### config.mk
export PLATFORM = sky130hd
export DESIGN_NAME = match_timer
export DESIGN_NICKNAME = d
export VERILOG_FILES = /design/src/rtl/match_timer_pkg.sv /design/src/rtl/mt_counter.sv /design/src/rtl/mt_channel.sv /design/src/rtl/match_timer.sv
export SDC_FILE = /design/constraint.sdc
export NUM_CORES = 1
export LEC_CHECK = 0
export CAP_MARGIN = 20
export CORE_ASPECT_RATIO = 0.75
export CORE_MARGIN = 1
export CORE_UTILIZATION = 30
export DETAILED_ROUTE_END_ITERATION = 16
export DONT_BUFFER_PORTS = 1
export GPL_ROUTABILITY_DRIVEN = 0
export PLACE_DENSITY = 0.41
export SLEW_MARGIN = 0
export SYNTH_ARGS = -nofsm -noshare
export SYNTH_HDL_FRONTEND = slang
export SYNTH_SLANG_ARGS = --single-unit
### constraint.sdc
create_clock -name clk -period 7.5 [get_ports clk]
set_clock_uncertainty 0.05 [all_clocks]
set_input_delay 1.5 -clock clk [delete_from_list [all_inputs] [get_ports clk]]
set_output_delay 1.5 -clock clk [all_outputs]
set_load 0.005 [all_outputs]
### src/rtl/match_timer_pkg.sv
// Shared constants for the match-compare timer: register byte offsets
// and bus widths. Assumes word-aligned 32-bit registers.
package match_timer_pkg;
    localparam int MT_DATA_W   = 32;
    localparam int MT_ADDR_W   = 8;
    localparam int MT_OFF_MATCH0 = 8'h00;
    localparam int MT_OFF_COUNT  = 8'h10;
    localparam int MT_OFF_STATUS = 8'h14;
    localparam int MT_OFF_WDOG   = 8'h18;
    localparam int MT_OFF_IEN    = 8'h1C;
endpackage

### src/rtl/mt_counter.sv
// Free-running up-counter with a load port. A load takes priority over a
// tick. 'step' marks cycles where the count advances by one, and 'cnt_nxt'
// is the value it advances to. Assumes synchronous active-low reset.
module mt_counter #(
    parameter int W = 32
) (
    input  logic         clk,
    input  logic         rst_n,
    input  logic         tick_en,
    input  logic         load,
    input  logic [W-1:0] load_val,
    output logic [W-1:0] cnt_q,
    output logic [W-1:0] cnt_nxt,
    output logic         step
);
    // Incremented value and advance qualifier.
    always_comb begin
        cnt_nxt = cnt_q + W'(1);
        step    = tick_en && !load;
    end

    // Counter register: reset, load, or advance.
    always_ff @(posedge clk) begin
        if (!rst_n)
            cnt_q <= '0;
        else if (load)
            cnt_q <= load_val;
        else if (step)
            cnt_q <= cnt_nxt;
    end
endmodule

### src/rtl/mt_channel.sv
// One compare channel. It holds a match value and flags a hit when a
// counter step lands on that value. A direct load of the counter never
// produces a hit. Assumes synchronous active-low reset.
module mt_channel #(
    parameter int W = 32
) (
    input  logic         clk,
    input  logic         rst_n,
    input  logic         wr_match,
    input  logic [W-1:0] wdata,
    input  logic         step,
    input  logic [W-1:0] cnt_nxt,
    output logic [W-1:0] match_q,
    output logic         hit
);
    // Match value register.
    always_ff @(posedge clk) begin
        if (!rst_n)
            match_q <= '0;
        else if (wr_match)
            match_q <= wdata;
    end

    // Hit only on the step that reaches the match value.
    always_comb hit = step && (cnt_nxt == match_q);
endmodule

### src/rtl/match_timer.sv
// Match-compare system timer top. It wires a shared counter to NUM_CH
// compare channels and holds the interrupt-enable, status (write-one-to-
// clear) and watchdog arm registers. The last channel doubles as the
// watchdog. Assumes one write per cycle and combinational reads.
module match_timer
    import match_timer_pkg::*;
#(
    parameter int NUM_CH = 4,
    parameter int IEN_W  = 12
) (
    input  logic                 clk,
    input  logic                 rst_n,
    input  logic                 tick_en,
    input  logic [MT_ADDR_W-1:0] bus_addr,
    input  logic                 bus_wr,
    input  logic [MT_DATA_W-1:0] bus_wdata,
    output logic [MT_DATA_W-1:0] bus_rdata,
    output logic [NUM_CH-1:0]    irq,
    output logic                 rst_req
);
    localparam int W     = MT_DATA_W;
    localparam int WD_CH = NUM_CH - 1;

    logic [W-1:0]      cnt_q, cnt_nxt;
    logic              step;
    logic              wr_count, wr_status, wr_wdog, wr_ien;
    logic [W-1:0]      match_q [NUM_CH];
    logic [NUM_CH-1:0] hit;
    logic [NUM_CH-1:0] status_q;
    logic [IEN_W-1:0]  ien_q;
    logic              wd_arm_q;

    // Decode of the fixed-offset write targets.
    always_comb begin
        wr_count  = bus_wr && (bus_addr == MT_ADDR_W'(MT_OFF_COUNT));
        wr_status = bus_wr && (bus_addr == MT_ADDR_W'(MT_OFF_STATUS));
        wr_wdog   = bus_wr && (bus_addr == MT_ADDR_W'(MT_OFF_WDOG));
        wr_ien    = bus_wr && (bus_addr == MT_ADDR_W'(MT_OFF_IEN));
    end

    mt_counter #(.W(W)) cnt_i (
        .clk      (clk),
        .rst_n    (rst_n),
        .tick_en  (tick_en),
        .load     (wr_count),
        .load_val (bus_wdata),
        .cnt_q    (cnt_q),
        .cnt_nxt  (cnt_nxt),
        .step     (step)
    );

    for (genvar i = 0; i < NUM_CH; i++) begin : g_ch
        logic wr_match;
        // Per-channel match register write decode.
        always_comb wr_match = bus_wr &&
            (bus_addr == MT_ADDR_W'(MT_OFF_MATCH0 + 4 * i));

        mt_channel #(.W(W)) ch_i (
            .clk      (clk),
            .rst_n    (rst_n),
            .wr_match (wr_match),
            .wdata    (bus_wdata),
            .step     (step),
            .cnt_nxt  (cnt_nxt),
            .match_q  (match_q[i]),
            .hit      (hit[i])
        );
    end

    // Status: enabled hits set, written ones clear, set wins.
    always_ff @(posedge clk) begin
        if (!rst_n)
            status_q <= '0;
        else
            status_q <= (status_q & ~(wr_status ? bus_wdata[NUM_CH-1:0] : '0))
                      | (hit & ien_q[NUM_CH-1:0]);
    end

    // Interrupt enable keeps only its low IEN_W bits.
    always_ff @(posedge clk) begin
        if (!rst_n)
            ien_q <= '0;
        else if (wr_ien)
            ien_q <= bus_wdata[IEN_W-1:0];
    end

    // Watchdog arm bit and one-cycle reset request; a match clears the arm.
    always_ff @(posedge clk) begin
        if (!rst_n) begin
            wd_arm_q <= 1'b0;
            rst_req  <= 1'b0;
        end else begin
            rst_req <= wd_arm_q && hit[WD_CH];
            if (wd_arm_q && hit[WD_CH])
                wd_arm_q <= 1'b0;
            else if (wr_wdog)
                wd_arm_q <= bus_wdata[0];
        end
    end

    // Interrupt lines follow the status bits.
    always_comb irq = status_q;

    // Read mux; unmapped offsets return zero.
    always_comb begin
        bus_rdata = '0;
        for (int i = 0; i < NUM_CH; i++)
            if (bus_addr == MT_ADDR_W'(MT_OFF_MATCH0 + 4 * i))
                bus_rdata = match_q[i];
        if (bus_addr == MT_ADDR_W'(MT_OFF_COUNT))  bus_rdata = cnt_q;
        if (bus_addr == MT_ADDR_W'(MT_OFF_STATUS)) bus_rdata = W'(status_q);
        if (bus_addr == MT_ADDR_W'(MT_OFF_WDOG))   bus_rdata = W'(wd_arm_q);
        if (bus_addr == MT_ADDR_W'(MT_OFF_IEN))    bus_rdata = W'(ien_q);
    end
endmodule

==> results_dict.tcl, run 1 <==
set metrics [dict create \
    status "complete, no violations" \
    postCtsSetupBuffers 0 \
    power.density_mw_per_mm2 166 \
    ir_worst_vdd_v 0.000172 \
    synthCells 1368 \
    slew_headroom_pct 27.4 \
    root_buffer "clkbuf_16" \
    synth_top_area_share_pct 31.2 \
    netlist-cell-type-count 69 \
    numClockSinks 178 \
    wirelength_um 47700 \
    critPathMaxStageDelay_ns 0.92 \
    max_freq_mhz 199 \
    fill_cells 3913 \
    cp.required_ns 5.95 \
    coreArea_mm2 0.0373 \
    synth_common_cells "nand2_1, dfxtp_1, a21boi_0" \
    dpl_cell_area_mm2 0.0117 \
    diodes 0 \
    yosys_warnings 0 \
    synth_ff_type "dfxtp_1" \
    drive_gt1_share_pct 8.37 \
    ios 81 \
    dr.pass1.iters 5 \
    ys_seq_area_share_pct 31.2 \
    synthTopCellsByArea "dfxtp_1, nand2_1, a21boi_0" \
    ys_seq_elements 178 \
    fp.dieH_um 171 \
    grt_pass1_wl_um 69100 \
    grt_max_degree 180 \
    cp_slowest_cell "nor2_4" \
    p_leak_nw 4.36 \
    syn-cell-area_mm2 0.0114 \
    design_area_mm2 0.0124 \
    clkTransAtPathRegs_ns 0.07 \
    path_cells "nor3_1, nand2_1, nor2_4, a21oi_1, nor2_1" \
    grt_usage_pct 25.0 \
    slew_violations 0 \
    grt_setup_unrepaired "no" \
    area_delta_synth_final_pct 8.34 \
    regArea_mm2 0.00356 \
    dieArea_mm2 0.0389 \
    clk_path_buf_depth 2 \
    finalSetupViolations 0 \
    postRouteAntennaNets 0 \
    die_width_um 227 \
    maxCapViolCount 0 \
    grt_pass1_vias 9414 \
    initial_utilization_pct 30.6 \
    final_util_pct 33.2 \
    viasPerCell 5.56 \
    worstSetupPathType "in2out" \
    multiInputGateArea_mm2 0.00739 \
    start_kind "input port" \
    routedWlPerCell_um 26.4 \
    syn_nets 1413 \
    cts_hold_buf 0 \
    yosysMostFrequentCell "nand2_1" \
    hold_path.class "reg2reg" \
    antenna_found_initial 0 \
    num_vias 10043 \
    drc 0 \
    numPortBuffers 0 \
    h-tree-depth 4 \
    dr.first_iter.drc_count 928 \
    worst_pin_slew_ns 1.08 \
    endpoint_kind "primary output" \
    hpwl_um 33400 \
    synth_async_sr_flop_share_pct 0 \
    hold-worst-slack_ns 0.449 \
    period_minus_slack_ns 5.02 \
    cts_resized 0 \
    finalHoldViolations 0 \
    synth_area_per_cell_um2 8.36 \
    timing.final.crit_share_pct 67.0 \
    cts_made_buffers 17 \
    crit_fanout 28 \
    row_count 61 \
    grt_remaining_overflow 0 \
    insertion_delay_ns 0.46 \
    cp.arrival_ns 3.47 \
    cts_tree "built" \
    synth_area_leader_cell "dfxtp_1" \
    synth-edff-count 0 \
    tns_ns 0 \
    final_nets 1334 \
]
state kept, by name, indices dropped and copies added (netlist names):
signal and cells:
irq 4, ien_q 12, cnt_i.cnt_q 32, wd_arm_q 1
rst_req 1, g_ch.ch_i.match_q 128
cell usage in the layout (no fill, tap or decap), drive strengths merged, types with 9 or more instances in the layout:
master | netlist | layout
nor2 | 50 | 50
inv | 11 | 15
o21ai | 15 | 15
mux4 | 33 | 33
a21oi | 25 | 25
mux2i | 14 | 14
buf | 34 | 13
nand4 | 31 | 31
nand2 | 331 | 331
nand3 | 28 | 28
nor3 | 26 | 26
nor4 | 25 | 25
dfxtp | 178 | 178
nor2b | 13 | 13
nand2b | 9 | 9
a211oi | 9 | 9
o211a | 33 | 33
xnor2 | 99 | 99
clkbuf | 77 | 18
a22o | 20 | 20
a22oi | 9 | 9
and3 | 11 | 11
a21boi | 129 | 129
xor2 | 77 | 77
nor3b | 10 | 10
where the power goes:
part	internal, W	leakage, nW	switching [W]
Clock	0.000606	0.315	0.000444
Combinational	0.0000323	2.61	0.0000259
Sequential	0.000947	1.43	0.00000619
Total	0.00158	4.36	0.000476
critical path, delay by kind of cell:
kind,cells,cell delay (ns)
AO/OA/AOI/OAI,1,0.19
AND/OR/NAND/NOR,4,1.75
metal layers:
metal	vias to the layer above	wire length (um)	GRT usage (%)
li1	4627	-	-
met1	5000	23700	38.0
met5	-	0	0
met4	0	490	5.19
met3	27	3840	5.67
met2	389	19700	35.1
logic make-up (layout without fill, tap and decap cells):
kind of cell / Yosys count / count (layout) / share of synthesized area [%]
muxes: 48 / 48 / 7.83
AOI/OAI and AO/OA: 282 / 282 / 19.0
and+or+nand+nor: 557 / 557 / 23.1
adders and majority gates: 1 / 1 / 0.109
DFF: 178 / 178 / 31.2
buffers and inverters: 122 / 56 / 4.55
xor gates and xnor gates: 180 / 180 / 14.3
cell type report:
cell class	instances	share of cell area (%)
multi-input combinational	1068	59.7
sequential	178	28.8
tap	504	5.09
clock buffer	18	3.55
clock inverter	14	1.81
timing repair buffer	13	0.788
inverter	11	0.333
final timing paths:
path	from	end	slack (ns)	cells after the start
worst max-delay path	bus_addr[1]	bus_rdata[3]	2.48	5
worst max register to register	cnt_i.cnt_q[0]	irq[0]	2.53	9
worst min-delay path	g_ch[0].ch_i.match_q[28]	g_ch[0].ch_i.match_q[28]	0.45	2
worst min register to register	g_ch[0].ch_i.match_q[28]	g_ch[0].ch_i.match_q[28]	0.45	2
through the flow:
stage	instances	total power [W]	setup WS [ns]
floorplan	1368	0.00104	2.84
global placement	1774	0.00103	2.51
detailed placement	1774	0.00103	2.38
CTS	1806	0.00208	2.50
global route	1806	0.00212	2.35
finish	1806	0.00206	2.48
No activity file was read; power rests on OpenSTA's default activity.
==> run 2, diff against run 1 <==
--- a/config.mk
+++ b/config.mk
@@ -12,7 +12,7 @@
 export DETAILED_ROUTE_END_ITERATION = 16
 export DONT_BUFFER_PORTS = 1
 export GPL_ROUTABILITY_DRIVEN = 0
-export PLACE_DENSITY = 0.41
+export PLACE_DENSITY = 0.42
 export SLEW_MARGIN = 0
 export SYNTH_ARGS = -nofsm -noshare
 export SYNTH_HDL_FRONTEND = slang
==> constraint.sdc (replaced) <==
create_clock -name clk -period 4.5 [get_ports clk]
set_clock_uncertainty 0.05 [all_clocks]
set_input_delay 0.9 -clock clk [delete_from_list [all_inputs] [get_ports clk]]
set_output_delay 0.9 -clock clk [all_outputs]
set_load 0.005 [all_outputs]
==> results_dict.tcl, run 2 (synthesized netlist as in run 1, its figures left out) <==
set metrics [dict create \
    status "complete, no violations" \
    diodes 0 \
    critPathMaxStageDelay_ns 0.79 \
    p_leak_nw 4.50 \
    num_vias 10219 \
    postCtsSetupBuffers 0 \
    postRouteAntennaNets 0 \
    hold_path.class "reg2reg" \
    final_common_cell "nand2_1" \
    finalHoldViolations 0 \
    grt_max_degree 180 \
    viasPerCell 5.57 \
    power.density_mw_per_mm2 267 \
    worst_pin_slew_ns 1.00 \
    crit_fanout 10 \
    r2r-start "cnt_i.cnt_q[0]" \
    hold-worst-slack_ns 0.449 \
    area_delta_synth_final_pct 9.92 \
    clk_path_buf_depth 2 \
    coreArea_mm2 0.0373 \
    drc 0 \
    dr.first_iter.drc_count 1195 \
    pre_cts_slack_ns 0.783 \
    layout_setup_ws_ns 0.601 \
    start_kind "flip-flop" \
    ios 81 \
    antenna_found_initial 0 \
    min-delay-start "g_ch[2].ch_i.match_q[31]" \
    cp-startpoint "cnt_i.cnt_q[0]" \
    hpwl_um 34400 \
    maxCapViolCount 0 \
    cp_slowest_cell "a2111oi_0" \
    cp.required_ns 4.86 \
    cts_resized 0 \
    path_cells "buf_4, ha_1, nand4_2, buf_4, nor4_1, o2111ai_1, o211a_1, a2111oi_0, nand4_1, nor4_2, and2_1" \
    max_freq_mhz 256 \
    fp.dieH_um 171 \
    top_regs "g_ch.ch_i.match_q (128), cnt_i.cnt_q (32), ien_q (12)" \
    final_nets 1363 \
    tns_ns 0 \
    numPortBuffers 0 \
    slew_violations 0 \
    cts_tree "built" \
    regToRegEndpoint "rst_req" \
    numClockSinks 178 \
    hold_depth 2 \
    cpMostUsedCell "buf_4" \
    root_buffer "clkbuf_16" \
    path_delay_family "simple AND/OR/NAND/NOR gates" \
    regMostFlops "g_ch.ch_i.match_q" \
    grt_remaining_overflow 0 \
    initial_utilization_pct 30.6 \
    grt_pass1_vias 9691 \
    cts_hold_buf 0 \
    wirelength_um 47900 \
    slew_headroom_pct 31.4 \
    worstSetupPathType "reg2reg" \
    routedWlPerCell_um 26.1 \
    finalPower_w 0.00336 \
    dr.pass1.iters 5 \
    insertion_delay_ns 0.47 \
    reg2reg_slack_ns 0.60 \
    grt_usage_pct 25.3 \
    grt_setup_unrepaired "no" \
    ff2ff_path_depth 11 \
    clkTransAtPathRegs_ns 0.07 \
    cp.arrival_ns 4.25 \
    grt_pass1_wl_um 70400 \
    row_count 61 \
    period_minus_slack_ns 3.90 \
    cts_made_buffers 17 \
    ir_worst_vdd_v 0.000247 \
    critPathBufInv 2 \
    largest_reg_flops 128 \
    final_cell_mix "nand2_1, dfxtp_1, a21boi_0" \
    endpoint_kind "flip-flop" \
    dieArea_mm2 0.0389 \
    h-tree-depth 4 \
    die_width_um 227 \
    finalSetupViolations 0 \
    drive_gt1_share_pct 10.2 \
    timing.final.crit_share_pct 86.6 \
    holdPathEnd "g_ch[2].ch_i.match_q[31]" \
]
==> run 2: cell count changes in the layout (fill, tap and decap cells not counted), moves of 2 or more <==
cell | previous run | this run
clkinv_2 | 1 | 3
clkinvlp_4 | 3 | 0
buf_4 | 13 | 42
clkinv_4 | 1 | 3
==> run 2: through the flow <==
step / utilization (%) / area [um2] / cells
after floorplan: - / 11400 / 1368
after global placement: 32.0 / 11900 / 1803
after detailed placement: 32.0 / 11900 / 1803
after CTS: 33.7 / 12600 / 1835
after global routing: 33.7 / 12600 / 1835
final: 33.7 / 12600 / 1835
==> run 2: layout make-up <==
cell class / instances / area, um2
repair buffers: 42 / 315
clock inverters: 12 / 179
well taps: 504 / 631
inverters: 11 / 41.3
flip-flops and latches: 178 / 3560
clock buffers: 20 / 457
fillers: 3894 / 24800
multi-input cells: 1068 / 7380
==> run 2: worst max-delay path by stage <==
stage	cells after the start	endpoint	slack, ns
final	11	rst_req	0.60
after CTS	11	rst_req	0.75
after global placement	11	rst_req	0.71
after global routing	11	irq[3]	0.34
after floorplan	4	bus_rdata[25]	1.04
after detailed placement	11	rst_req	0.78
==> run 2: worst register-to-register path, delay by kind of cell, from the launching register on <==
| family | cells | cell delay [ns] |
|---|---|---|
| compound gates | 3 | 1.15 |
| simple gates | 5 | 1.57 |
| buf+inv | 2 | 0.39 |
| flops | 1 | 0.31 |
| fa+ha+maj | 1 | 0.39 |
==> run 2: where the power goes <==
group / switching [W] / internal, W
Sequential: 0.00000563 / 0.00158
Combinational: 0.0000474 / 0.0000557
Clock: 0.000709 / 0.000963
==> run 2: metal layers <==
layer  routed length, um  global-route usage [%]
met1               23600                    38.2
met2               19400                    35.4
met3                4000                    5.84
met4                 853                    6.33
met5                   0                       0
